File: src/rtl/lpwr_pkg.sv
package lpwr_pkg;

   typedef enum logic [1:0] {
      PM_RUN  = 2'b00,
      PM_WAIT = 2'b01,
      PM_DOZE = 2'b10,
      PM_STOP = 2'b11
   } pmode_e;

   localparam int unsigned SEL_W = 2;

   localparam logic [SEL_W-1:0] SEL_WAIT = 2'b00;
   localparam logic [SEL_W-1:0] SEL_DOZE = 2'b01;
   localparam logic [SEL_W-1:0] SEL_STOP = 2'b10;

   function automatic pmode_e sel_to_mode(input logic [SEL_W-1:0] sel);
      pmode_e m;
      case (sel)
         SEL_WAIT: m = PM_WAIT;
         SEL_DOZE: m = PM_DOZE;
         SEL_STOP: m = PM_STOP;
         default:  m = PM_RUN;
      endcase
      return m;
   endfunction

endpackage

File: src/rtl/lpwr_req_reduce.sv
module lpwr_req_reduce #(
   parameter int unsigned N_REQ    = 4,
   parameter bit          USE_TREE = 1'b1
) (
   input  logic [N_REQ-1:0] req,
   output logic             any
);

   localparam int unsigned LEVELS = (N_REQ > 1) ? $clog2(N_REQ) : 1;
   localparam int unsigned PAD_N  = 1 << LEVELS;

   if (N_REQ < 1) begin : g_bad_width
      $error("lpwr_req_reduce: N_REQ must be at least 1");
   end

   if (USE_TREE) begin : g_tree
      logic [PAD_N-1:0] lvl [LEVELS+1];
      assign lvl[0] = {{(PAD_N-N_REQ){1'b0}}, req};
      for (genvar l = 0; l < LEVELS; l++) begin : g_lvl
         for (genvar i = 0; i < PAD_N; i++) begin : g_node
            if (i < (PAD_N >> (l + 1))) begin : g_or
               assign lvl[l+1][i] = lvl[l][2*i] | lvl[l][2*i+1];
            end else begin : g_zero
               assign lvl[l+1][i] = 1'b0;
            end
         end
      end
      assign any = lvl[LEVELS][0];
   end else begin : g_chain
      logic [N_REQ:0] acc;
      assign acc[0] = 1'b0;
      for (genvar i = 0; i < N_REQ; i++) begin : g_link
         assign acc[i+1] = acc[i] | req[i];
      end
      assign any = acc[N_REQ];
   end

endmodule

File: src/rtl/lpwr_wake_qual.sv
module lpwr_wake_qual #(
   parameter int unsigned N_FAST   = 2,
   parameter int unsigned N_NORM   = 8,
   parameter bit          USE_TREE = 1'b1
) (
   input  logic [N_FAST-1:0] fast_req,
   input  logic [N_NORM-1:0] norm_req,
   input  logic              fast_en,
   input  logic              int_en,
   input  logic              exc_en,
   output logic              fast_any,
   output logic              norm_any,
   output logic              wake_raw
);

   logic fast_ok;
   logic norm_ok;

   lpwr_req_reduce #(.N_REQ(N_FAST), .USE_TREE(USE_TREE)) u_fast_red (
      .req (fast_req),
      .any (fast_any)
   );

   lpwr_req_reduce #(.N_REQ(N_NORM), .USE_TREE(USE_TREE)) u_norm_red (
      .req (norm_req),
      .any (norm_any)
   );

   assign fast_ok  = fast_any & fast_en;
   assign norm_ok  = norm_any & int_en & exc_en;
   assign wake_raw = fast_ok | norm_ok;

   // without any enabled source the raw decision must stay low
   always_comb begin
      if (!fast_en && !(int_en && exc_en)) begin
         assert_no_enabled_source_R1: assert (!wake_raw);
      end
   end

endmodule

File: src/rtl/lpwr_mode_fsm.sv
module lpwr_mode_fsm
   import lpwr_pkg::*;
(
   input  logic             clk,
   input  logic             rst_n,
   input  logic             lp_enter,
   input  logic [SEL_W-1:0] lp_sel,
   input  logic             wake,
   output pmode_e           mode_q
);

   pmode_e mode_d;

   always_comb begin
      mode_d = mode_q;
      if (mode_q == PM_RUN) begin
         if (lp_enter) begin
            mode_d = sel_to_mode(lp_sel);
         end
      end else if (wake) begin
         mode_d = PM_RUN;
      end
   end

   always_ff @(posedge clk or negedge rst_n) begin
      if (!rst_n) begin
         mode_q <= PM_RUN;
      end else begin
         mode_q <= mode_d;
      end
   end

   assert_enter_lp_R5: assert property (@(posedge clk) disable iff (!rst_n)
      (mode_q == PM_RUN && lp_enter && lp_sel != 2'b11) |=> (mode_q != PM_RUN));

   assert_stay_run_R5: assert property (@(posedge clk) disable iff (!rst_n)
      (mode_q == PM_RUN && (!lp_enter || lp_sel == 2'b11)) |=> (mode_q == PM_RUN));

   assert_hold_lp_R6: assert property (@(posedge clk) disable iff (!rst_n)
      (mode_q != PM_RUN && !wake) |=> $stable(mode_q));

   assert_exit_lp_R7: assert property (@(posedge clk) disable iff (!rst_n)
      (mode_q != PM_RUN && wake) |=> (mode_q == PM_RUN));

endmodule

File: src/rtl/lpwr_gate_dec.sv
module lpwr_gate_dec
   import lpwr_pkg::*;
(
   input  pmode_e mode,
   input  logic   wake,
   output logic   core_clk_en,
   output logic   sys_clk_en,
   output logic   periph_clk_en,
   output logic   ram_en
);

   always_comb begin
      core_clk_en   = 1'b0;
      periph_clk_en = 1'b1;
      ram_en        = 1'b0;
      sys_clk_en    = 1'b1;
      case (mode)
         PM_RUN: begin
            core_clk_en = 1'b1;
            ram_en      = 1'b1;
         end
         PM_WAIT, PM_DOZE: begin
            core_clk_en = 1'b0;
         end
         PM_STOP: begin
            periph_clk_en = 1'b0;
            sys_clk_en    = wake;
         end
         default: begin
            core_clk_en = 1'b0;
         end
      endcase
   end

endmodule

File: src/rtl/lpwr_wake_ctl.sv
module lpwr_wake_ctl
   import lpwr_pkg::*;
#(
   parameter int unsigned N_FAST   = 2,
   parameter int unsigned N_NORM   = 8,
   parameter bit          USE_TREE = 1'b1
) (
   input  logic              clk,
   input  logic              rst_n,
   input  logic              lp_enter,
   input  logic [1:0]        lp_sel,
   input  logic [N_FAST-1:0] fast_req,
   input  logic [N_NORM-1:0] norm_req,
   input  logic              fast_en,
   input  logic              int_en,
   input  logic              exc_en,
   input  logic              tap_evt,
   output logic [1:0]        pm_mode,
   output logic              wake,
   output logic              core_clk_en,
   output logic              sys_clk_en,
   output logic              periph_clk_en,
   output logic              ram_en
);

   if (N_FAST < 1 || N_FAST > 64) begin : g_bad_fast
      $error("lpwr_wake_ctl: N_FAST out of range");
   end
   if (N_NORM < 1 || N_NORM > 64) begin : g_bad_norm
      $error("lpwr_wake_ctl: N_NORM out of range");
   end

   pmode_e mode_q;
   logic   fast_any;
   logic   norm_any;
   logic   wake_raw;
   logic   in_lp;

   // activity from the test-access domain is accepted and never used
   logic   unused_tap;
   assign  unused_tap = tap_evt;

   lpwr_wake_qual #(
      .N_FAST   (N_FAST),
      .N_NORM   (N_NORM),
      .USE_TREE (USE_TREE)
   ) u_qual (
      .fast_req (fast_req),
      .norm_req (norm_req),
      .fast_en  (fast_en),
      .int_en   (int_en),
      .exc_en   (exc_en),
      .fast_any (fast_any),
      .norm_any (norm_any),
      .wake_raw (wake_raw)
   );

   assign in_lp = (mode_q != PM_RUN);
   assign wake  = wake_raw & in_lp;

   lpwr_mode_fsm u_fsm (
      .clk      (clk),
      .rst_n    (rst_n),
      .lp_enter (lp_enter),
      .lp_sel   (lp_sel),
      .wake     (wake),
      .mode_q   (mode_q)
   );

   lpwr_gate_dec u_gate (
      .mode          (mode_q),
      .wake          (wake),
      .core_clk_en   (core_clk_en),
      .sys_clk_en    (sys_clk_en),
      .periph_clk_en (periph_clk_en),
      .ram_en        (ram_en)
   );

   assign pm_mode = mode_q;

   assert_fast_wakes_R1: assert property (@(posedge clk) disable iff (!rst_n)
      (pm_mode != 2'b00 && fast_any && fast_en) |-> wake);

   assert_norm_needs_both_R2: assert property (@(posedge clk) disable iff (!rst_n)
      ((!fast_any || !fast_en) && (!int_en || !exc_en)) |-> !wake);

   assert_run_no_wake_R4: assert property (@(posedge clk) disable iff (!rst_n)
      (pm_mode == 2'b00) |-> !wake);

   assert_ram_back_R8: assert property (@(posedge clk) disable iff (!rst_n)
      (pm_mode != 2'b00 && wake) |=> ram_en);

   assert_stop_gates_R9: assert property (@(posedge clk) disable iff (!rst_n)
      (pm_mode == 2'b11 && !wake) |-> (!sys_clk_en && !periph_clk_en && !ram_en));

endmodule

File: config.mk
export PLATFORM = sky130hd
export DESIGN_NAME = lpwr_wake_ctl
export DESIGN_NICKNAME = d
export VERILOG_FILES = /design/src/rtl/lpwr_pkg.sv /design/src/rtl/lpwr_req_reduce.sv /design/src/rtl/lpwr_wake_qual.sv /design/src/rtl/lpwr_mode_fsm.sv /design/src/rtl/lpwr_gate_dec.sv /design/src/rtl/lpwr_wake_ctl.sv
export SDC_FILE = /design/constraint.sdc
export NUM_CORES = 1
export LEC_CHECK = 0
export BUFFER_PORTS_ARGS = -buffer_cell sky130_fd_sc_hd__buf_2
export CAP_MARGIN = 10
export CORE_AREA = 2 2 39 41
export DETAILED_ROUTE_END_ITERATION = 16
export DIE_AREA = 0 0 41 43
export PLACE_DENSITY = 0.56
export SYNTH_ARGS = -nofsm -noshare
export SYNTH_HDL_FRONTEND = slang
export SYNTH_HIERARCHICAL = 1
export SYNTH_SLANG_ARGS = --single-unit
File: constraint.sdc
create_clock -name clk -period 1.4 [get_ports clk]
set_input_delay 0.28 -clock clk [delete_from_list [all_inputs] [get_ports clk]]
set_output_delay 0.28 -clock clk [all_outputs]
set_load 0.1 [all_outputs]
* Word-level counts from Yosys, hierarchy flattened *
Cells that the tools add are included.

storage, ports and cells
  output and inout port bits = 7
  memories kept = 0
  memory bits (writable) = 0
  ROM bits = 0
  word-level logic and storage cells = 30
  bits in registers = 2
  bits in latches = 0

operators by class
  shift operators = 0
  bitwise gates (word level) = 13
  divide/modulo/power cells = 0
  multipliers = 0
  equal/unequal tests = 4
  reduce and logical (&&, ||, !) cells = 5
  magnitude comparators = 0
  multiplexer cells = 7
  $add $sub $neg = 0

operators by type and width
  cell                                                              count
  1-bit OR                                                          9
  2-bit two-way mux                                                 3
  2-bit one-hot mux with 3 select lines                             1
  1-bit AND                                                         4
  2-bit == test (second input constant)                             2
  2-bit logical NOT                                                 2
  2-bit nonzero test                                                2
  1-bit two-way mux                                                 3
  2-bit by 1-bit == test with 1-bit output (second input constant)  1
  2-bit inequality test (second input constant)                     1
  2-bit AND reduction                                               1

* Logic depth before layout (Yosys ltp) *
Gate-level depths: netlist of the first run.

  word-level depth = 9
  mapped depth = 6
  gate-level depth less buffers = 6

* Cells and area by module *
The synthesis of the first run kept the hierarchy.

by module, submodules not included
  module                               instances  cells an instance  area an instance (um^2)
  lpwr_mode_fsm                        1          11                 116.4
  lpwr_gate_dec                        1          4                  22.5
  lpwr_req_reduce (u_qual.u_norm_red)  1          3                  16.3
  lpwr_wake_qual                       1          1                  10.0
  lpwr_wake_ctl                        1          1                  7.5
  lpwr_req_reduce (u_qual.u_fast_red)  1          1                  6.3

* Worst setup path after synthesis of the first run *
No wires, ideal clock.

  path type = register -> output
  start = register u_fsm.mode_q[1]
  end = output ram_en
  required time = 1120 ps
  data arrival time = 2721 ps
  stages on the path, launching flop included = 3
  slack = -1601 ps
  cells stage by stage = dfrtp_1 -> nor2_1 -> buf_4

between the ends
  cells in the longest elaborated chain, start to end = 2

RTL lines
  what                    line                 source
  from (decl)             lpwr_mode_fsm.sv:9   output pmode_e mode_q
  from (signal assigned)  lpwr_mode_fsm.sv:29  mode_q <= mode_d;
  2-bit logical NOT       n/a
  1-bit two-way mux       n/a
  to (decl)               lpwr_wake_ctl.sv:23  output logic ram_en

Every way passes these cells.

* Worst setup path after layout of the first run *
  start = input norm_req[7]
  end = output sys_clk_en

between the ends
  cells in the longest elaborated chain, start to end = 8

RTL lines
  what                     line                   source
  from (decl)              lpwr_wake_ctl.sv:13    input logic [N_NORM-1:0] norm_req,
  1-bit OR (3 in series)   lpwr_req_reduce.sv:22  assign lvl[l+1][i] = lvl[l][2*i] | lvl[l][2*i+1];
  net norm_any             lpwr_wake_ctl.sv:35    logic norm_any;
  1-bit AND (2 in series)  lpwr_wake_qual.sv:30   assign norm_ok = norm_any & int_en & exc_en;
  1-bit OR                 lpwr_wake_qual.sv:31   assign wake_raw = fast_ok | norm_ok;
  net wake_raw             lpwr_wake_ctl.sv:36    logic wake_raw;
  1-bit AND                lpwr_wake_ctl.sv:59    assign wake = wake_raw & in_lp;
  1-bit two-way mux        lpwr_gate_dec.sv:17    case (mode)
  to (decl)                lpwr_wake_ctl.sv:21    output logic sys_clk_en,

The timed path passes the listed nets, and every way through them passes these cells.

==> results summary, run 1 <==
The number of filler cells placed in the layout came out at 140. The tree is rooted in a sky130_fd_sc_hd__clkbuf_4. No sink is reached through more buffers than the 2 on the longest clock path. The final critical-path required period is between 1.5 and 2 ns.

Clock latency on the worst-skew pair, taken at its later pin, is 0.22 ns. The top-level I/O count came out at 26. In the layout the commonest cells are 14 x sky130_fd_sc_hd__buf_2, 8 x sky130_fd_sc_hd__buf_6, 6 x sky130_fd_sc_hd__buf_12, 3 x sky130_fd_sc_hd__clkbuf_4, 3 x sky130_fd_sc_hd__a32o_1. TritonCTS built the clock tree. In this design, the critical path's most frequently occurring cell is sky130_fd_sc_hd__buf_6.

The worst path setup slack after routing is -0.2926 ns. In this run the standard cell core region covers 1384 um^2. Compared with the post-synthesis result, the final layout area differs by 211.9%. Setup repair after global routing could not meet its margin everywhere.

Counting flops per register, the top entry is u_fsm/mode_q. The capturing element type of the critical path is a primary output. Traced cell by cell, the critical path runs through buf_6 > nor4_4 > nand2_1 > a32o_1 > o21a_4 > nand3b_1 > buf_6. The count of warnings emitted by yosys came out at 6.

The pin slew with the least headroom to its limit came out at 0.1858 ns. For this run, the detailed router's first-pass iteration total came to 4. The residual DRC count is 0. The max-slew headroom at the worst pin is 87.51%. The largest stage delay on the critical path is 0.24 ns. The first global-routing pass estimated 986 um of wire. In this run the worst hold path is classified as input port to flip-flop.

The largest fanout on the critical path came out at 2. The initial utilization of the core area, before any placement, comes to 12.93%. The design internal power came out at 704.9 uW. The DRC violation total after the first TritonRoute iteration came out at 1. In this run, CTS created clock tree buffers numbering 3.

The number of hold-slack violations in the final timing report was 0. Net switching is 56.42% of the power. The overall fraction of global-route tracks in use is 9.045%. Leaving out fill and tap cells, the most frequent cell in the layout is sky130_fd_sc_hd__buf_2. The final core utilization came out at 40.33%. The post-detailed-route via-to-cell ratio is 4.087. Setup violations remaining at the end of the flow were counted as 5. The tool flagged a number of max-cap violations equal to 0. The total of buffers placed on input and output ports came out at 24.

The floorplan step set the die width to just over 40 um. The summed negative setup slack over all endpoints is -0.6916 ns. The multi-input combinational cells in the finished layout cover a total of 148.9 um^2. The worst-case clock skew came out at 0.002483 ns. The worst setup path is of the input port to primary output kind. The remaining number of nets flagged by the antenna check after routing came out at 0.

The maximum number of pins on one net before global-route repair is 6. The final reports fail on setup timing. The distinct cell type count of the synthesized netlist is 12. The post-synthesis area per instance is 8.520 um^2. The power spent charging and discharging nets is roughly 910 uW.

The final weighted congestion in routability-driven placement came out at 0.6155. The leakage component of the power is 0.0002599 uW. The total number of H-tree levels came out at 1. The die footprint came out at roughly 1800 um^2.

The gate count after technology mapping is 21. The final worst-path cycle share is 120.9%. The number of flip-flops under the largest register name is 2. The part of the total power dissipated in sequential elements came out at between 8 and 9%. The portion of the post-synthesis area used by sequential elements is ~28%.

The cell area after placement came out at about 450 um^2. The net count after synthesis came out at 42. The number of nets in the final layout is 76. The largest registers in the layout are u_fsm/mode_q: 2 flops. Global routing finished with a remaining overflow of 0. The cell area that synthesis handed to floorplanning was 178.9 um^2. In the final routed layout, each cell accounts on average for 9.942 um.

The cell row count is 14. Static timing analysis puts the maximum clock frequency at ~590 MHz. The via count of the first global-routing pass came to 282. The endpoint arrival time on the critical path came out at 1.41 ns. The number of antenna violations at the first check in global routing was 0.

The count of antenna diodes in the layout came out at 0. After clock tree synthesis, the clock-pin slew on the worst setup and hold paths is ~0.030 ns. In the final layout, the share of cells above drive strength 1 is 75.47%.

In this run the vertical extent of the chip is ~43 um. STA classifies the critical path startpoint as an input port. The total power density per cell area is 2899 nW/um^2. The worst-case vdd ir drop came out at ~0.00094 V. The share of total power in combinational logic came out at 83.9%. The post-layout total power came out at 1617 uW.

The routed design has a little under 700 um of wire. Registers take 57.56 um^2. The flip-flop and latch count after synthesis is 2. The run finished, with violations left. Summing over every cut layer, the via total after detailed routing is 282. The sink count of the clock tree came out at 2. The number of slew-limit violations in the final report is 0.

The post-route cell area came out at 558.0 um^2. Data on the critical path is required at its endpoint by 1.12 ns. In this run, the clock network consumes 7.9% of the power.

On the critical path, the stage with the largest delay is an instance of sky130_fd_sc_hd__nor4_4.
==> critical path, delay by kind of cell <==
family,cells,cell delay (ns)
compound gates,2,0.35
simple gates,3,0.49
buf+inv,2,0.29
==> routing by layer <==
metal / GRT usage (%) / vias up / share of wire (%)
met2: 14.06 / 14 / 64
met4: 12.00 / 0 / 0
met5: 0 / - / 0
met1: 7.742 / 129 / 29
met3: 1.571 / 0 / 6.9
li1: - / 139 / -
==> path summary, 6_finish.rpt <==
check	from	end	slack, ns	cells past startpoint
setup / recovery	norm_req[7]	sys_clk_en	-0.29	7
hold / removal	lp_enter	u_fsm/mode_q[0]	0.33	2
hold reg to reg	u_fsm/mode_q[1]	u_fsm/mode_q[1]	0.73	2
max in group asynchronous	rst_n	u_fsm/mode_q[1]	0.90	2
setup reg to reg	u_fsm/mode_q[0]	u_fsm/mode_q[1]	0.13	6
min in group asynchronous	rst_n	u_fsm/mode_q[0]	0.38	2
==> cells by family (layout without fill, tap and decap cells) <==
kind of cell / count (synthesis) / count (layout) / share of synthesized area [%]
buffers and inverters: 4 / 36 / 10.49
DFF: 2 / 2 / 27.97
adders and majority gates: 2 / 2 / 13.98
and+or+nand+nor: 9 / 9 / 26.58
AOI/OAI and AO/OA: 4 / 4 / 20.98
==> cell type report <==
type	count	share of cell area, %
timing repair buffer	30	53.36
inverter	3	2.018
tap	16	3.587
multi-input combinational	15	26.68
sequential	2	10.31
clock buffer	3	4.036
==> synth_stat cells <==
| master | number | area, um^2 |
|---|---|---|
| sky130_fd_sc_hd__a32o_1 | 3 | 30.03 |
| sky130_fd_sc_hd__buf_4 | 1 | 7.510 |
| sky130_fd_sc_hd__dfrtp_1 | 2 | 50.05 |
| sky130_fd_sc_hd__ha_1 | 2 | 25.02 |
| sky130_fd_sc_hd__inv_1 | 3 | 11.26 |
| sky130_fd_sc_hd__nand2_1 | 2 | 7.510 |
| sky130_fd_sc_hd__nand3b_1 | 1 | 7.510 |
| sky130_fd_sc_hd__nor2_1 | 2 | 7.510 |
| sky130_fd_sc_hd__nor4_1 | 2 | 12.51 |
| sky130_fd_sc_hd__o21a_1 | 1 | 7.510 |
| sky130_fd_sc_hd__or2_0 | 1 | 6.260 |
| sky130_fd_sc_hd__or2_1 | 1 | 6.260 |
==> power by group through the flow <==
stage	sequential (uW)	combinational [uW]	clock (uW)
after CTS	125	1330	138
final	132	1360	128
after global placement	125	1220	0
after global routing	136	1400	142
after detailed placement	125	1220	0
after floorplan	346	588	0
==> through the flow <==
stage / cells / setup slack (ns) / hold slack [ns]
after global placement: 63 / -0.3937 / 0.06752
final: 69 / -0.2926 / 0.3329
after detailed placement: 63 / -0.3992 / 0.07175
after global routing: 69 / -0.3588 / 0.3374
after CTS: 69 / -0.2970 / 0.3202
after floorplan: 21 / -0.7707 / -0.01557
==> timing repair <==
| action | CTS | global route |
|---|---|---|
| hold buffers | 1 | 0 |
| buffers inserted | 2 | 1 |
| pin swaps | 0 | 2 |
| endpoints found under the hold margin | 2 | 0 |
| gates resized for setup | 11 | 4 |
| endpoints found under the setup margin | 5 | 7 |
Note: power is estimated with default switching activity, not from simulation.
==> inputs of run 2 (changes only) <==
--- a/config.mk
+++ b/config.mk
@@ -13,5 +13,4 @@
 export PLACE_DENSITY = 0.56
 export SYNTH_ARGS = -nofsm -noshare
 export SYNTH_HDL_FRONTEND = slang
-export SYNTH_HIERARCHICAL = 1
 export SYNTH_SLANG_ARGS = --single-unit
==> results summary, run 2 <==
The area growth from synthesis to layout came out at 200.7% (was 211.9%). The cell area after placement is 442.9 um^2 (was 452.9 um^2). The placement-stage worst setup slack is -0.4938 ns (was -0.3992 ns). The post-route cell area came out at 541.8 um^2 (was 558.0 um^2). The top cell type by total area after synthesis was sky130_fd_sc_hd__dfrtp_1 (unchanged). The worst hold path class is input port to flip-flop (unchanged). The number of slew-limit violations in the final report is 0 (unchanged). The share of the synthesized area in the top cell type came out at 27.78% (was 27.97%). The portion of the post-synthesis area used by sequential elements came to 27.78% (was 27.97%). The total number of H-tree levels came to 1 (unchanged). The gate count after technology mapping was 22 (was 21). The cell row count came out at 14 (unchanged).

The die footprint was 1763 um^2 (unchanged). The max-cap violation count came out at 0 (unchanged). The total power density per cell area came out at 1484 nW/um^2 (was 2899 nW/um^2). Status: finished with violations (unchanged). The residual DRC count came out at 0 (unchanged). The sink count of the clock tree came out at 2 (unchanged). The post-detailed-route via-to-cell ratio is 4.099 (was 4.087).

The first-pass GRT wire length came out at 903 um (was 986 um). The number of flip-flops under the largest register name came out at 2 (unchanged). The number of antenna violations at the first check in global routing came out at 0 (unchanged). The starting utilization of the core area is 13.02% (was 12.93%).

The number of enable-type register cells in the synthesized netlist came to 0 (unchanged). The number of buffers inserted during clock tree synthesis came out at 3 (unchanged). The pin slew with the least headroom to its limit was 0.2023 ns (was 0.1858 ns). The maximum clock frequency is 557.9 MHz (was 590.8 MHz).

The clock transition at the registers of the reported paths is 0.03 ns (about the same). The area of the placeable core came out at 1384 um^2 (unchanged). Synth area leaders: sky130_fd_sc_hd__dfrtp_1 28%, sky130_fd_sc_hd__ha_1 14%, sky130_fd_sc_hd__o211ai_1 8.3% (was sky130_fd_sc_hd__dfrtp_1 28%, sky130_fd_sc_hd__a32o_1 17%, sky130_fd_sc_hd__ha_1 14%). The capturing element type of the critical path is a primary output (unchanged). Largest regs: u_fsm.mode_q: 2 flops (was u_fsm/mode_q: 2 flops). The worst-case vdd ir drop is 0.0003994 V (was 0.0009418 V). The DRC violation total after the first TritonRoute iteration is 3 (was 1). The final weighted congestion in routability-driven placement is 0.6387 (was 0.6155). The distinct cell type count of the synthesized netlist is 15 (was 12). The maximum number of buffers from clock root to sink is 2 (unchanged). The clock insertion delay at the later pin of the skew report came out at 0.22 ns (about the same). The required time reported for the critical path endpoint was 1.12 ns (about the same). The fraction of layout instances using a drive strength above 1 came out at 72.73% (was 75.47%). The total instance count after detailed placement is 64 (was 63). Failing checks: setup timing (unchanged). The final worst-path cycle share is 128.0% (was 120.9%).

The top-level I/O count came out at 26 (unchanged). The net count after synthesis is 43 (was 42). The via count of the routed design came out at 291 (was 282). The slowest library cell on the worst path is sky130_fd_sc_hd__or4_4 (was sky130_fd_sc_hd__nor4_4). The worst-case clock skew came out at 0.00002011 ns (was 0.002483 ns). The count of antenna diodes in the layout is 0 (unchanged). The first-pass detailed-route iteration total is 3 (was 4). The number of setup violations in the final report is 5 (unchanged). The overall overflow remaining after global route came out at 0 (unchanged). The routed wire length is 582 um (was 686 um). Setup repair after global routing missed its margin: yes (unchanged). The post-synthesis cell area came out at 180.2 um^2 (was 178.9 um^2). The worst setup path category is input port to primary output (unchanged).

The largest stage delay on the critical path is 0.52 ns (was 0.24 ns). The final critical-path required period came out at 1.792 ns (was 1.693 ns). The kind of launch point of the worst setup path is an input port (unchanged). The clock tree from TritonCTS is done (unchanged). The most common cell in the synthesized netlist is sky130_fd_sc_hd__nand2_1. The leakage component of the power is 0.0002640 uW (was 0.0002599 uW). The max-slew headroom at the worst pin is 86.55% (was 87.51%). The root buffer selected by CTS is sky130_fd_sc_hd__clkbuf_4 (unchanged).

The overall fraction of global-route tracks in use is 7.430% (was 9.045%). The register name with the most flops is u_fsm.mode_q (was u_fsm/mode_q). The endpoint arrival time on the critical path came out at 1.51 ns (was 1.41 ns). The library cell appearing most often on the critical path is sky130_fd_sc_hd__buf_6 (unchanged). The remaining number of nets flagged by the antenna check after routing is 0 (unchanged). The fraction of registers with async set/reset came out at 100.0% (unchanged). The die outline width is 41 um (unchanged). The height of the die is 43 um (unchanged). The via count of the first global-routing pass is 245 (was 282). Critical Path, Cell by Cell: buf_6 > or4_4 > o211ai_1 > buf_4 > nand4_1 > buf_6 (was buf_6 > nor4_4 > nand2_1 > a32o_1 > o21a_4 > nand3b_1 > buf_6). The commonest non-fill, non-tap cell in the layout is sky130_fd_sc_hd__buf_2 (unchanged). The worst path setup slack after routing was -0.3924 ns (was -0.2926 ns). The number of standard cells in the layout, taps in and fillers out was 71 (was 69). The number of nets in the final layout is 78 (was 76). Most used cells in the layout excluding fill and tap cells: 14 x sky130_fd_sc_hd__buf_2, 6 x sky130_fd_sc_hd__buf_12, 5 x sky130_fd_sc_hd__buf_6, 5 x sky130_fd_sc_hd__buf_4, 3 x sky130_fd_sc_hd__clkbuf_4 (was 14 x sky130_fd_sc_hd__buf_2, 8 x sky130_fd_sc_hd__buf_6, 6 x sky130_fd_sc_hd__buf_12, 3 x sky130_fd_sc_hd__clkbuf_4, 3 x sky130_fd_sc_hd__a32o_1). The total of buffers placed on input and output ports is 24 (unchanged). The post-synthesis area per instance came out at 8.190 um^2 (was 8.520 um^2). The number of hold-slack violations in the final timing report is 0 (unchanged). The flip-flop and latch count after synthesis came out at 2 (unchanged).

The maximum number of pins on one net before global-route repair is 5 (was 6). The flip-flop cell with the highest count after synthesis was sky130_fd_sc_hd__dfrtp_1 (unchanged). The largest fanout on the critical path is 2 (unchanged). The count of warnings emitted by yosys was 0 (was 6).

The wire length per cell after detailed routing is 8.197 um (was 9.942 um).
==> run 2: worst max-delay path: cells and delay by family <==
family | cells | cell delay [ns]
simple gates | 2 | 0.61
buf+inv | 3 | 0.44
compound gates | 1 | 0.18
==> run 2: repair_timing <==
| item | CTS | global route |
|---|---|---|
| hold buffers | 1 | 0 |
| gates resized for setup | 8 | 2 |
| endpoints found under the setup margin | 4 | 5 |
| pin swaps | 2 | 3 |
| setup buffers | 3 | 0 |
| hold endpoints to repair | 2 | 0 |
==> run 2: metal layers <==
layer / wire length (um) / GRT usage (%)
met1: 232 / 8.360
met4: 16 / 6.000
met3: 53 / 0
met5: 0 / 0
met2: 280 / 12.19
==> run 2: power breakdown <==
group	total, uW	leakage, uW	internal [uW]	switching, uW
combinational	582	0.000227	227	356
sequential	93.6	0.0000229	76.1	17.5
clock	128	0.0000138	94.6	33.5
total	804	0.000264	397	407
==> run 2: metrics by stage <==
stage | total power (uW) | hold slack [ns] | setup TNS (ns) | utilization (%)
final | 804.1 | 0.3233 | -0.8318 | 39.15
after global routing | 834.3 | 0.3500 | -1.109 | 39.15
after CTS | 805.4 | 0.3211 | -0.8530 | 38.25
after detailed placement | 614.8 | 0.06727 | -0.9520 | 32.01
after global placement | 611.2 | 0.06557 | -0.9352 | 32.01
after floorplan | 454.5 | -0.01557 | -2.288 | -
==> run 2: final cells by class <==
type | instances | area [um^2]
clock buffers | 3 | 22.52
flip-flops and latches | 2 | 57.56
fillers | 140 | 842.1
multi-input cells | 17 | 140.1
inverters | 2 | 7.507
well taps | 16 | 20.02
repair buffers | 31 | 294.0
==> run 2: kinds of logic after synthesis <==
kind of cell | Yosys count | share of synthesized area, %
and+or+nand+nor | 8 | 25.00
buffers and inverters | 3 | 8.336
adders and majority gates | 2 | 13.89
DFF | 2 | 27.78
AOI/OAI and AO/OA | 7 | 24.99
==> run 2: final timing paths <==
| path | startpoint | to | slack, ns | cells past startpoint |
|---|---|---|---|---|
| max reg2reg | u_fsm.mode_q[1] | u_fsm.mode_q[0] | 0.28 | 5 |
| min | lp_enter | u_fsm.mode_q[1] | 0.32 | 3 |
| min reg2reg | u_fsm.mode_q[0] | u_fsm.mode_q[0] | 0.64 | 2 |
| min in group asynchronous | rst_n | u_fsm.mode_q[0] | 0.37 | 2 |
| max | norm_req[1] | sys_clk_en | -0.39 | 6 |
| max in group asynchronous | rst_n | u_fsm.mode_q[1] | 0.92 | 2 |
==> inputs of run 3 (changes only) <==
--- a/config.mk
+++ b/config.mk
@@ -10,7 +10,7 @@
 export CORE_AREA = 2 2 39 41
 export DETAILED_ROUTE_END_ITERATION = 16
 export DIE_AREA = 0 0 41 43
-export PLACE_DENSITY = 0.56
+export PLACE_DENSITY = 0.55
 export SYNTH_ARGS = -nofsm -noshare
 export SYNTH_HDL_FRONTEND = slang
 export SYNTH_SLANG_ARGS = --single-unit
==> constraint.sdc (replaced) <==
create_clock -name clk -period 1.71 [get_ports clk]
set_input_delay 0.342 -clock clk [delete_from_list [all_inputs] [get_ports clk]]
set_output_delay 0.342 -clock clk [all_outputs]
set_load 0.1 [all_outputs]
==> results summary, run 3 (same netlist as run 2, synthesis figures left out) <==
Status: finished with violations (unchanged). Failing checks: setup timing (unchanged). The remaining number of nets flagged by the antenna check after routing came to 0 (unchanged). The maximum clock frequency came out at 514.4 MHz. The area of the placeable core came out at 1384 um^2 (unchanged).

The pin slew with the least headroom to its limit was 0.4838 ns (was 0.2023 ns). The wire length per cell after detailed routing came to 8.279 um (was 8.197 um). The leakage component of the power is 0.0002311 uW (was 0.0002640 uW).

The number of buffers inserted during clock tree synthesis is 3 (unchanged). The first-pass detailed-route iteration total came to 3 (unchanged). The max-cap violation count is 0 (unchanged).

The total number of H-tree levels is 1 (unchanged). The commonest non-fill, non-tap cell in the layout is sky130_fd_sc_hd__buf_2 (unchanged). In the finished design, the share of the clock period the worst path needs comes to 113.7%. The maximum number of pins on one net before global-route repair came out at 6 (was 5).

The clock tree from TritonCTS is done (unchanged). The post-route cell area is 467.9 um^2 (was 541.8 um^2). The fraction of layout instances using a drive strength above 1 came out at 69.23% (was 72.73%). The post-layout total power came to 582.6 uW (was 804.1 uW). The routed wire length is 563 um (was 582 um). The count of antenna diodes in the layout is 0 (unchanged). Setup repair after global routing missed its margin: yes (unchanged). The root buffer selected by CTS is sky130_fd_sc_hd__clkbuf_4 (unchanged). The starting utilization of the core area is 13.02% (unchanged).

The overall fraction of global-route tracks in use is 6.713% (was 7.430%). The total of buffers placed on input and output ports came out at 24 (unchanged). The worst-case clock skew is 0.0008208 ns (was 0.00002011 ns). The worst path buffer plus inverter count came out at 3 (unchanged). Detailed placement ended at an HPWL of 466.9 um. The number of slew-limit violations in the final report is 0 (unchanged).

Most used cells in the layout excluding fill and tap cells: 17 x sky130_fd_sc_hd__buf_2, 4 x sky130_fd_sc_hd__buf_6 (was 14 x sky130_fd_sc_hd__buf_2, 6 x sky130_fd_sc_hd__buf_12, 5 x sky130_fd_sc_hd__buf_6, 5 x sky130_fd_sc_hd__buf_4, 3 x sky130_fd_sc_hd__clkbuf_4). The worst path setup slack after routing is -0.2342 ns (was -0.3924 ns). The cell family with the largest share of critical-path delay is simple AND/OR/NAND/NOR gates (unchanged). The summed negative setup slack over all endpoints came out at -0.3838 ns (was -0.8318 ns). The worst setup path category is input port to primary output (unchanged). The number of antenna violations at the first check in global routing came out at 0 (unchanged).

The register name with the most flops is u_fsm.mode_q (unchanged). The cell row count is 14 (unchanged). The via count of the first global-routing pass came out at 247 (was 245). The die footprint was 1763 um^2 (unchanged). The DRC violation total after the first TritonRoute iteration came to 2 (was 3).

The max-slew headroom at the worst pin was 67.97% (was 86.55%). The total power density per cell area is 1245 nW/um^2 (was 1484 nW/um^2). The number of hold-slack violations in the final timing report is 0 (unchanged). The smallest clock period supported by the final layout is computed as 1.944 ns. The slowest library cell on the worst path is sky130_fd_sc_hd__or4_4 (unchanged). The clock insertion delay at the later pin of the skew report came out at 0.22 ns (about the same). The number of setup violations in the final report is 2 (was 5).

The capturing element type of the critical path was a primary output (unchanged). The cell area after placement is 395.4 um^2 (was 442.9 um^2). The required time reported for the critical path endpoint is 1.37 ns (was 1.12 ns). The first-pass GRT wire length came out at 779 um (was 903 um). The number of nets in the final layout came out at 75 (was 78). The overall overflow remaining after global route came out at 0 (unchanged).

The library cell appearing most often on the critical path is sky130_fd_sc_hd__buf_6 (unchanged). The top-level I/O count is 26 (unchanged). The worst-case vdd ir drop came out at 0.0003029 V (was 0.0003994 V).

The height of the die is 43 um (unchanged). The endpoint arrival time on the critical path is 1.60 ns (was 1.51 ns). The area growth from synthesis to layout came out at 159.7% (was 200.7%). Critical Path, Cell by Cell: buf_6 > or4_4 > o211ai_1 > buf_4 > nand4_1 > buf_6 (unchanged). The maximum number of buffers from clock root to sink came out at 2 (unchanged).

The final weighted congestion in routability-driven placement is 0.5989 (was 0.6387). The worst hold path class is input port to flip-flop (unchanged). The residual DRC count is 0 (unchanged). The clock transition at the registers of the reported paths is 0.03 ns (about the same). The largest stage delay on the critical path is 0.53 ns (was 0.52 ns).

The sink count of the clock tree came out at 2 (unchanged). Largest regs: u_fsm.mode_q: 2 flops (unchanged). The kind of launch point of the worst setup path is an input port (unchanged).

The number of flip-flops under the largest register name is 2 (unchanged). The via count of the routed design was 293 (was 291). The post-detailed-route via-to-cell ratio came out at 4.309 (was 4.099). The placement-stage worst setup slack came to -0.3105 ns (was -0.4938 ns). The largest fanout on the critical path came out at 2 (unchanged).

The die outline width is 41 um (unchanged).
[run 3: layer usage]
metal | vias up | part of all wire [%] | GRT usage (%)
met2 | 15 | 62 | 11.25
li1 | 142 | - | -
met5 | - | 0 | 0
met1 | 136 | 28 | 6.070
met3 | 0 | 10 | 1.571
met4 | 0 | 0 | 6.000
[run 3: timing repair]
| item | 4_1_cts | 5_1_grt |
|---|---|---|
| endpoints found under the hold margin | 2 | 0 |
| gates resized for setup | 7 | 2 |
| endpoints found under the setup margin | 2 | 2 |
| hold buffers | 1 | 0 |
| cloned | 0 | 0 |
| setup buffers | 0 | 0 |
| pin swaps | 2 | 2 |
[run 3: through the flow]
stage / hold WS [ns] / utilization, % / std cells
after CTS: 0.3657 / 32.91 / 68
after floorplan: 0.04643 / - / 22
final: 0.3721 / 33.82 / 68
after detailed placement: 0.1290 / 28.57 / 64
after global routing: 0.3794 / 33.82 / 68
after global placement: 0.1268 / 28.57 / 64
[run 3: worst min-delay path: cells and delay by family]
| family | cells | cell delay, ns |
|---|---|---|
| buffers and inverters | 1 | 0.09 |
| AOI/OAI and AO/OA | 1 | 0.07 |
| and+or+nand+nor | 1 | 0.06 |
[run 3: layout make-up]
cell class | count | area (um^2)
Multi-Input combinational cell | 17 | 137.6
Sequential cell | 2 | 57.56
Clock buffer | 3 | 22.52
Fill cell | 154 | 915.9
Timing Repair Buffer | 28 | 222.7
Tap cell | 16 | 20.02
Inverter | 2 | 7.507
[run 3: final timing paths]
check | depth (start not counted) | start | slack [ns] | end
hold / removal | 3 | lp_enter | 0.37 | u_fsm.mode_q[1]
max in group asynchronous | 2 | rst_n | 1.16 | u_fsm.mode_q[0]
setup reg to reg | 4 | u_fsm.mode_q[0] | 0.65 | u_fsm.mode_q[0]
min in group asynchronous | 2 | rst_n | 0.44 | u_fsm.mode_q[1]
hold reg to reg | 2 | u_fsm.mode_q[0] | 0.64 | u_fsm.mode_q[0]
setup / recovery | 6 | norm_req[1] | -0.23 | sys_clk_en
[run 3: where the power goes]
| group | leakage (uW) | internal [uW] | switching (uW) |
|---|---|---|---|
| Sequential | 0.0000229 | 62.3 | 15.2 |
| Clock | 0.0000138 | 77.2 | 24.4 |
| Combinational | 0.000194 | 128 | 276 |
